**src/rtl/sar_seq_pkg.sv**
```systemverilog
package sar_seq_pkg;

  // Kind of the current frame period
  typedef enum logic [1:0] {
    PK_IDLE   = 2'd0,
    PK_SAMPLE = 2'd1,
    PK_TRIAL  = 2'd2,
    PK_EOC    = 2'd3
  } period_kind_t;

endpackage

```
**src/rtl/sar_frame_ctl.sv**
```systemverilog
module sar_frame_ctl
  import sar_seq_pkg::*;
#(
  parameter int N_BITS = 12
) (
  input  logic                          clk,
  input  logic                          rst_n,
  input  logic                          start,
  output period_kind_t                  kind,
  output logic [$clog2(N_BITS)-1:0]     bit_idx,
  output logic                          last_trial
);

  localparam int FRAME = N_BITS + 2;
  localparam int CW    = $clog2(FRAME);
  localparam int IW    = $clog2(N_BITS);
  localparam logic [CW-1:0] LAST = CW'(FRAME - 1);

  logic          busy_q, busy_n;
  logic [CW-1:0] cnt_q, cnt_n;
  logic          st_en;

  // next-state logic
  always_comb begin
    busy_n = busy_q;
    cnt_n  = cnt_q;
    st_en  = 1'b1;
    if (!busy_q) begin
      if (start) begin
        busy_n = 1'b1;
        cnt_n  = '0;
      end else begin
        st_en = 1'b0;
      end
    end else if (cnt_q == LAST) begin
      cnt_n = '0;
      if (!start) begin
        busy_n = 1'b0;
      end
    end else begin
      cnt_n = cnt_q + CW'(1);
    end
  end

  // state registers
  always_ff @(posedge clk or negedge rst_n) begin
    if (!rst_n) begin
      busy_q <= 1'b0;
      cnt_q  <= '0;
    end else if (st_en) begin
      busy_q <= busy_n;
      cnt_q  <= cnt_n;
    end
  end

  // period decode
  always_comb begin
    if (!busy_q)              kind = PK_IDLE;
    else if (cnt_q == '0)     kind = PK_SAMPLE;
    else if (cnt_q == LAST)   kind = PK_EOC;
    else                      kind = PK_TRIAL;
  end

  logic [CW-1:0] idx_full;
  assign idx_full   = CW'(N_BITS) - cnt_q;
  assign bit_idx    = (kind == PK_TRIAL) ? idx_full[IW-1:0] : '0;
  assign last_trial = (kind == PK_TRIAL) && (cnt_q == CW'(N_BITS));

  AST_START_TO_SAMPLE: assert property (@(posedge clk) disable iff (!rst_n)
    (kind == PK_IDLE && start) |=> (kind == PK_SAMPLE));

  AST_BUSY_CONTINUES: assert property (@(posedge clk) disable iff (!rst_n)
    (kind == PK_TRIAL) |=> (kind == PK_TRIAL || kind == PK_EOC));

  AST_SAMPLE_TO_TRIAL: assert property (@(posedge clk) disable iff (!rst_n)
    (kind == PK_SAMPLE) |=> (kind == PK_TRIAL));

  AST_BACK_TO_BACK: assert property (@(posedge clk) disable iff (!rst_n)
    (kind == PK_EOC && start) |=> (kind == PK_SAMPLE));

endmodule

```
**src/rtl/sar_trial_reg.sv**
```systemverilog
module sar_trial_reg
  import sar_seq_pkg::*;
#(
  parameter int N_BITS = 12
) (
  input  logic                          clk,
  input  logic                          rst_n,
  input  period_kind_t                  kind,
  input  logic [$clog2(N_BITS)-1:0]     bit_idx,
  input  logic                          cmp_dec,
  output logic [N_BITS-1:0]             code,
  output logic [N_BITS-1:0]             resolved
);

  localparam logic [N_BITS-1:0] TOP_ONE = {1'b1, {(N_BITS-1){1'b0}}};

  logic [N_BITS-1:0] code_q, code_n;
  logic              code_en;
  logic              dec_q;
  logic              dec_en;
  logic [N_BITS-1:0] bit_mask;

  // decision capture at mid-period (falling edge)
  assign dec_en = (kind == PK_TRIAL);

  always_ff @(negedge clk or negedge rst_n) begin
    if (!rst_n) begin
      dec_q <= 1'b0;
    end else if (dec_en) begin
      dec_q <= cmp_dec;
    end
  end

  assign bit_mask = N_BITS'(1) << bit_idx;
  assign resolved = dec_q ? code_q : (code_q & ~bit_mask);

  // next-code logic
  always_comb begin
    code_en = (kind != PK_IDLE);
    unique case (kind)
      PK_SAMPLE: code_n = TOP_ONE;
      PK_TRIAL:  code_n = resolved | (bit_mask >> 1);
      default:   code_n = '0;
    endcase
  end

  always_ff @(posedge clk or negedge rst_n) begin
    if (!rst_n) begin
      code_q <= '0;
    end else if (code_en) begin
      code_q <= code_n;
    end
  end

  assign code = code_q;

  // bits at or above b+2 must not move between consecutive trials
  logic [N_BITS+1:0] low_fill;
  logic [N_BITS-1:0] upper_mask;
  always_comb begin
    low_fill   = ((N_BITS+2)'(1) << (32'(bit_idx) + 2)) - (N_BITS+2)'(1);
    upper_mask = ~low_fill[N_BITS-1:0];
  end

  AST_FIRST_TRIAL_TOP: assert property (@(posedge clk) disable iff (!rst_n)
    (kind == PK_SAMPLE) |=> (code_q == TOP_ONE));

  AST_UPPER_HELD: assert property (@(posedge clk) disable iff (!rst_n)
    (kind == PK_TRIAL && $past(kind == PK_TRIAL))
      |-> (((code_q ^ $past(code_q)) & upper_mask) == '0));

  AST_LOW_DEC_CLEARS: assert property (@(posedge clk) disable iff (!rst_n)
    (kind == PK_TRIAL && !dec_q) |=> (code_q[$past(bit_idx)] == 1'b0));

endmodule

```
**src/rtl/sar_result_reg.sv**
```systemverilog
module sar_result_reg #(
  parameter int N_BITS = 12
) (
  input  logic              clk,
  input  logic              rst_n,
  input  logic              load,
  input  logic [N_BITS-1:0] din,
  output logic [N_BITS-1:0] result,
  output logic              done
);

  logic [N_BITS-1:0] result_q;
  logic              done_q;

  always_ff @(posedge clk or negedge rst_n) begin
    if (!rst_n) begin
      result_q <= '0;
    end else if (load) begin
      result_q <= din;
    end
  end

  always_ff @(posedge clk or negedge rst_n) begin
    if (!rst_n) begin
      done_q <= 1'b0;
    end else begin
      done_q <= load;
    end
  end

  assign result = result_q;
  assign done   = done_q;

  AST_DONE_SINGLE: assert property (@(posedge clk) disable iff (!rst_n)
    done_q |=> !done_q);

  AST_RESULT_HOLD: assert property (@(posedge clk) disable iff (!rst_n)
    !done_q |-> $stable(result_q));

endmodule

```
**src/rtl/sar_seq_top.sv**
```systemverilog
module sar_seq_top
  import sar_seq_pkg::*;
#(
  parameter int HALF_W = 6
) (
  input  logic                  clk,
  input  logic                  rst_n,
  input  logic                  start,
  input  logic                  cmp_dec,
  output logic                  sample_o,
  output logic                  eval_o,
  output logic [HALF_W-1:0]     msb_ctl_o,
  output logic [HALF_W-1:0]     lsb_ctl_o,
  output logic [2*HALF_W-1:0]   result_o,
  output logic                  done_o
);

  localparam int N_BITS = 2 * HALF_W;
  localparam int IW     = $clog2(N_BITS);

  period_kind_t       kind;
  logic [IW-1:0]      bit_idx;
  logic               last_trial;
  logic [N_BITS-1:0]  code;
  logic [N_BITS-1:0]  resolved;

  sar_frame_ctl #(.N_BITS(N_BITS)) u_frame (
    .clk        (clk),
    .rst_n      (rst_n),
    .start      (start),
    .kind       (kind),
    .bit_idx    (bit_idx),
    .last_trial (last_trial)
  );

  sar_trial_reg #(.N_BITS(N_BITS)) u_trial (
    .clk      (clk),
    .rst_n    (rst_n),
    .kind     (kind),
    .bit_idx  (bit_idx),
    .cmp_dec  (cmp_dec),
    .code     (code),
    .resolved (resolved)
  );

  sar_result_reg #(.N_BITS(N_BITS)) u_result (
    .clk    (clk),
    .rst_n  (rst_n),
    .load   (last_trial),
    .din    (resolved),
    .result (result_o),
    .done   (done_o)
  );

  // split the running code across the two array halves
  for (genvar gi = 0; gi < HALF_W; gi++) begin : g_split
    assign msb_ctl_o[gi] = code[HALF_W + gi];
    assign lsb_ctl_o[gi] = code[gi];
  end

  assign sample_o = (kind == PK_SAMPLE);
  // evaluate during the high half of a trial, precharge in the low half
  assign eval_o   = (kind == PK_TRIAL) & clk;

  AST_SAMPLE_CTL_ZERO: assert property (@(posedge clk) disable iff (!rst_n)
    sample_o |-> (msb_ctl_o == '0 && lsb_ctl_o == '0 && !done_o));

endmodule

```
**config.mk**
```make
export PLATFORM = sky130hd
export DESIGN_NAME = sar_seq_top
export DESIGN_NICKNAME = d
export VERILOG_FILES = /design/src/rtl/sar_seq_pkg.sv /design/src/rtl/sar_frame_ctl.sv /design/src/rtl/sar_trial_reg.sv /design/src/rtl/sar_result_reg.sv /design/src/rtl/sar_seq_top.sv
export SDC_FILE = /design/constraint.sdc
export NUM_CORES = 1
export LEC_CHECK = 0
export BUFFER_PORTS_ARGS = -buffer_cell sky130_fd_sc_hd__buf_2
export CAP_MARGIN = 20
export CORE_AREA = 2 2 66 68
export CTS_CLUSTER_SIZE = 28
export DETAILED_ROUTE_END_ITERATION = 10
export DIE_AREA = 0 0 68 70
export HOLD_SLACK_MARGIN = 0.05
export PLACE_DENSITY = 0.68
export SETUP_SLACK_MARGIN = 0.2
export SYNTH_ARGS = -nofsm -noshare
export SYNTH_HDL_FRONTEND = slang
export SYNTH_SLANG_ARGS = --single-unit
```
**constraint.sdc**
```tcl
create_clock -name clk -period 2.1 [get_ports clk]
set_input_delay 0.42 -clock clk [delete_from_list [all_inputs] [get_ports clk]]
set_output_delay 0.42 -clock clk [all_outputs]
set_load 0.005 [all_outputs]
```
Word level (Yosys, flattened, before mapping):

Index checks and enable logic that the tools add are counted.
Widths: inputs -> output; s select.

* bits in registers: 31
* input port bits: 4
* output and inout bits: 27
* logic and storage cells: 35

* add/sub/neg operators: 2
* equal/unequal tests: 4
* shift operators: 1
* muxes and demuxes: 13
* bitwise gates (word level): 4
* reductions and logical operators: 5

Operators by type and width (number)
* $pmux 12 s2: 1
* $mux 4: 4
* $and 12x12->12: 1
* $mux 12: 1
* $not 12->12: 1
* $or 12x11->12: 1
* $shl 1x4->12 const A: 1
* $eq 4x4->1 const B: 2
* $mux 1: 5
* $add 4x1->4 const B: 1
* $logic_not 4->1: 1
* $mux 2: 2
* $reduce_bool 2->1: 2
* $sub 4x4->4 const A: 1
* $eq 2x1->1 const B: 1
* $eq 2x2->1 const B: 1
* $reduce_and 2->1: 1
* $and 1x1->1: 1
* $logic_and 1x1->1: 1

Depth between registers and ports, before layout:

* word-level depth: 12
* gate-level depth with buffers: 9
* depth with buffers taken out: 7

Cells and area by module:

From an unflattened synthesis, not the netlist that was laid out.

* cell total of the unflattened synthesis: 164
* area, all modules: 1770.4 µm²

By module, submodules not included
* sar_trial_reg: instances 1, cells an instance 95, area each 869.6 µm², sequential area each 325.3 µm²
* sar_result_reg: instances 1, cells an instance 26, area each 509.2 µm², sequential area each 325.3 µm²
* sar_frame_ctl: instances 1, cells an instance 41, area each 376.6 µm², sequential area each 125.1 µm²
* sar_seq_top: instances 1, cells an instance 2, area each 15.0 µm², sequential area each 0.0 µm²

==> flow_summary_export.csv <==
group,metric,value,unit
grt,grt_max_degree,31,
placed_design,io_buffers,30,
synthesis,synth_cells,187,
min_path,hold_path_class,"in2async",
critical_path,arrival,2.74,ns
drt,wl_per_cell,17.5,µm
clocking,cts_hold_buf,0,
grt,antenna_found_initial,0,
outcome,outcome,"finished, violations left",
critical_path,cp_num_cells,4,
timing,drv_slew,0,
timing,slew_headroom,0.630,
timing,worst_pin_slew,0.549,ns
grt,use_met2,0.347,
synthesis,ys_types,60,
finish,final_nets,269,
pwr,power.leakage,1.27,nW
clocking,clkSlewWorstSetupHoldPaths,0.07,ns
placed_design,dp_slack,-0.378,ns
timing,whs,0.0916,ns
critical_path,slowest_delay,0.44,ns
critical_path,reg2reg_depth,4,
finish,area_growth,52.7,%
synthesis,syn_area_per_cell,9.49,µm²
synthesis,ys_seq_area_frac,0.437,
placed_design,gp_congestion,0.867,
timing,hold_violations,0,
placed_design,placed_area,2180,µm²
run,cap_violations,0,
drt,drc,0,
critical_path,cp-start-kind,"flop",
drt,dr_total_vias,1795,
drt,drt_wl_total,5.51,mm
synthesis,synth_flop_cell,"dfrtp_1",
pwr,power.density,1820,nW/µm²
drt,viasPerCell,5.70,
grt,top_usage_layer,"met2",
critical_path,crit_slowest_cell,"or3b_4",
grt,grt_pass1_wl,8.32,mm
placed_design,dp_hpwl,3.30,mm
drt,antenna_left,0,
synthesis,synth_mux_area_frac,0.0169,
die,ios,31,
synthesis,synth-seq-cells,31,
die,dieArea,4760,µm²
timing,setup_viol,22,
synthesis,synth.net_count,194,
synthesis,synth-simple-area-share,0.228,
grt,use_met3,0.0870,
synthesis,syn_area,1780,µm²
finish,fin_util,0.654,
critical_path,path_cells,"or3b_4 > a21oi_2 > o21ai_2 > a22o_1",
outcome,violations,"negative setup slack",
timing,rsz0062_at_grt,"true",
synthesis,ys_warn_count,0,
synthesis,synth_top_family_by_area,"compound AO/OA/AOI/OAI gates",
clocking,cts_tree,"yes",
grt,grt_pass1_vias,1719,
critical_path,cp-end-kind,"flop",
critical_path,critPathKind,"reg2reg",
pwr,vdd.ir_drop.worst,0.00163,V
die,rows,24,
synthesis,synth-adder-area-share,0.0211,
grt,grtUsageTotal,0.236,
drt,drtIter0Drc,171,
grt,grt-ovfl-total,0,
synthesis,async_reset_ff_frac,1.00,
timing,fin_worst_skew,0.0250,ns
finish,design_area,2710,µm²
critical_path,crit_fanout,5,
synthesis,synth-compound-area-share,0.235,
synthesis,synthTopCellsByArea,"dfrtp_1, nand2_1, nand3_1",
critical_path,crit_required,2.39,ns
grt,use_met1,0.299,
synthesis,synth_top_cell_area_share,0.423,
synthesis,synth_top_area_cell,"dfrtp_1",
clocking,clk_latency,0.41,ns
finish,final_layout_size_suffix_gt1_frac,0.506,
pwr,finalPower,4.95,mW
finish,n_antenna_cell,0,
die,start_util,0.428,
critical_path,crit_family,"simple AND/OR/NAND/NOR gates",
synthesis,synth_xor_area_frac,0.00493,
drt,dr.pass1.iters,4,
die,core_area,4140,µm²
timing,setup_ws,-0.350,ns
synthesis,synth-edff-count,0,
die,fp.dieH,70,µm
finish,nFillCells,320,
critical_path,critPathBufInv,0,
die,fp.dieW,68,µm
registers in the layout (all words and copies together), names as in the netlist:
signal           flops
u_result.result     12
u_result.done        1
u_frame.busy_q       1
u_trial.code        12
u_trial.dec_q        1
u_frame.cnt_q        4
worst paths after layout:
| path | from | end | slack, ns |
|---|---|---|---|
| worst max-delay path | u_trial.dec_q | u_trial.code[9] | -0.35 |
| max in group asynchronous | rst_n | u_trial.dec_q | 1.24 |
| worst min register to register | u_result.result[7] | u_result.result[7] | 0.47 |
| min in group clk | start | u_frame.cnt_q[2] | 0.26 |
| worst max register to register | u_trial.dec_q | u_trial.code[9] | -0.35 |
| worst min-delay path | rst_n | u_trial.code[3] | 0.09 |
power breakdown:
part	switching, mW	leakage [nW]	internal (mW)
combinational	1.57	0.778	1.47
sequential	0.199	0.396	0.837
clock	0.297	0.0935	0.573
placed cells by master (no fill, tap or decap), types with 6 or more instances in the layout:
cell       n
buf_2     28
buf_4     34
buf_6     14
clkbuf_8   9
dfrtp_1   29
nand2_1   32
nand3_1    9
o21ai_1    6
logic make-up (layout without fill, tap and decap cells):
group / count (synthesis) / after routing
fa+ha+maj: 3 / 3
buf+inv: 19 / 95
compound gates: 56 / 56
xor+xnor: 1 / 1
flops: 31 / 31
simple gates: 74 / 74
mux: 3 / 3
final cells by class:
cell class / count / area [µm²] / area share
Sequential cell: 31 / 777 / 0.287
Timing Repair Buffer: 75 / 542 / 0.200
Clock buffer: 10 / 135 / 0.0498
Inverter: 7 / 35.0 / 0.0129
Timing Repair inverter: 1 / 7.51 / 0.00277
Clock inverter: 2 / 35.0 / 0.0129
Tap cell: 52 / 65.1 / 0.0240
Multi-Input combinational cell: 137 / 1110 / 0.411
cell usage after synthesis (2+ instances only):
cell / count
a211oi_1: 2
a21o_1: 2
a21oi_1: 9
a22o_1: 4
a31oi_1: 2
and2_1: 2
buf_2: 3
buf_6: 3
clkbuf_1: 5
clkinv_1: 2
dfrtp_1: 30
ha_1: 3
inv_1: 5
mux2i_1: 3
nand2_1: 34
nand3_1: 11
nor2_1: 3
nor3_1: 4
o211ai_1: 4
o21ai_0: 9
o21ai_1: 4
o311ai_1: 2
o31ai_1: 2
or3_1: 2
or3b_2: 2
per-layer routing:
layer | vias to the layer above | share of wire | wire [µm]
met5 | - | 0 | 0
met4 | 0 | 0.031 | 170
met3 | 21 | 0.062 | 340
met2 | 68 | 0.48 | 2660
met1 | 863 | 0.42 | 2340
li1 | 843 | - | -
repair_timing:
item,CTS,global route
gates cloned,0,1
hold endpoints to repair,0,0
endpoints found under the setup margin,23,28
pin swaps,17,10
buffers inserted,8,7
gates resized for setup,32,27
through the flow:
| step | setup TNS, ns | std cells |
|---|---|---|
| 2_1_floorplan | -1.94 | 187 |
| 3_3_place_gp | -3.27 | 288 |
| 3_5_place_dp | -3.45 | 288 |
| 4_1_cts | -2.35 | 307 |
| 5_1_grt | -4.27 | 315 |
| 6_report | -3.85 | 315 |
No activity file was read; power rests on OpenSTA's default activity.
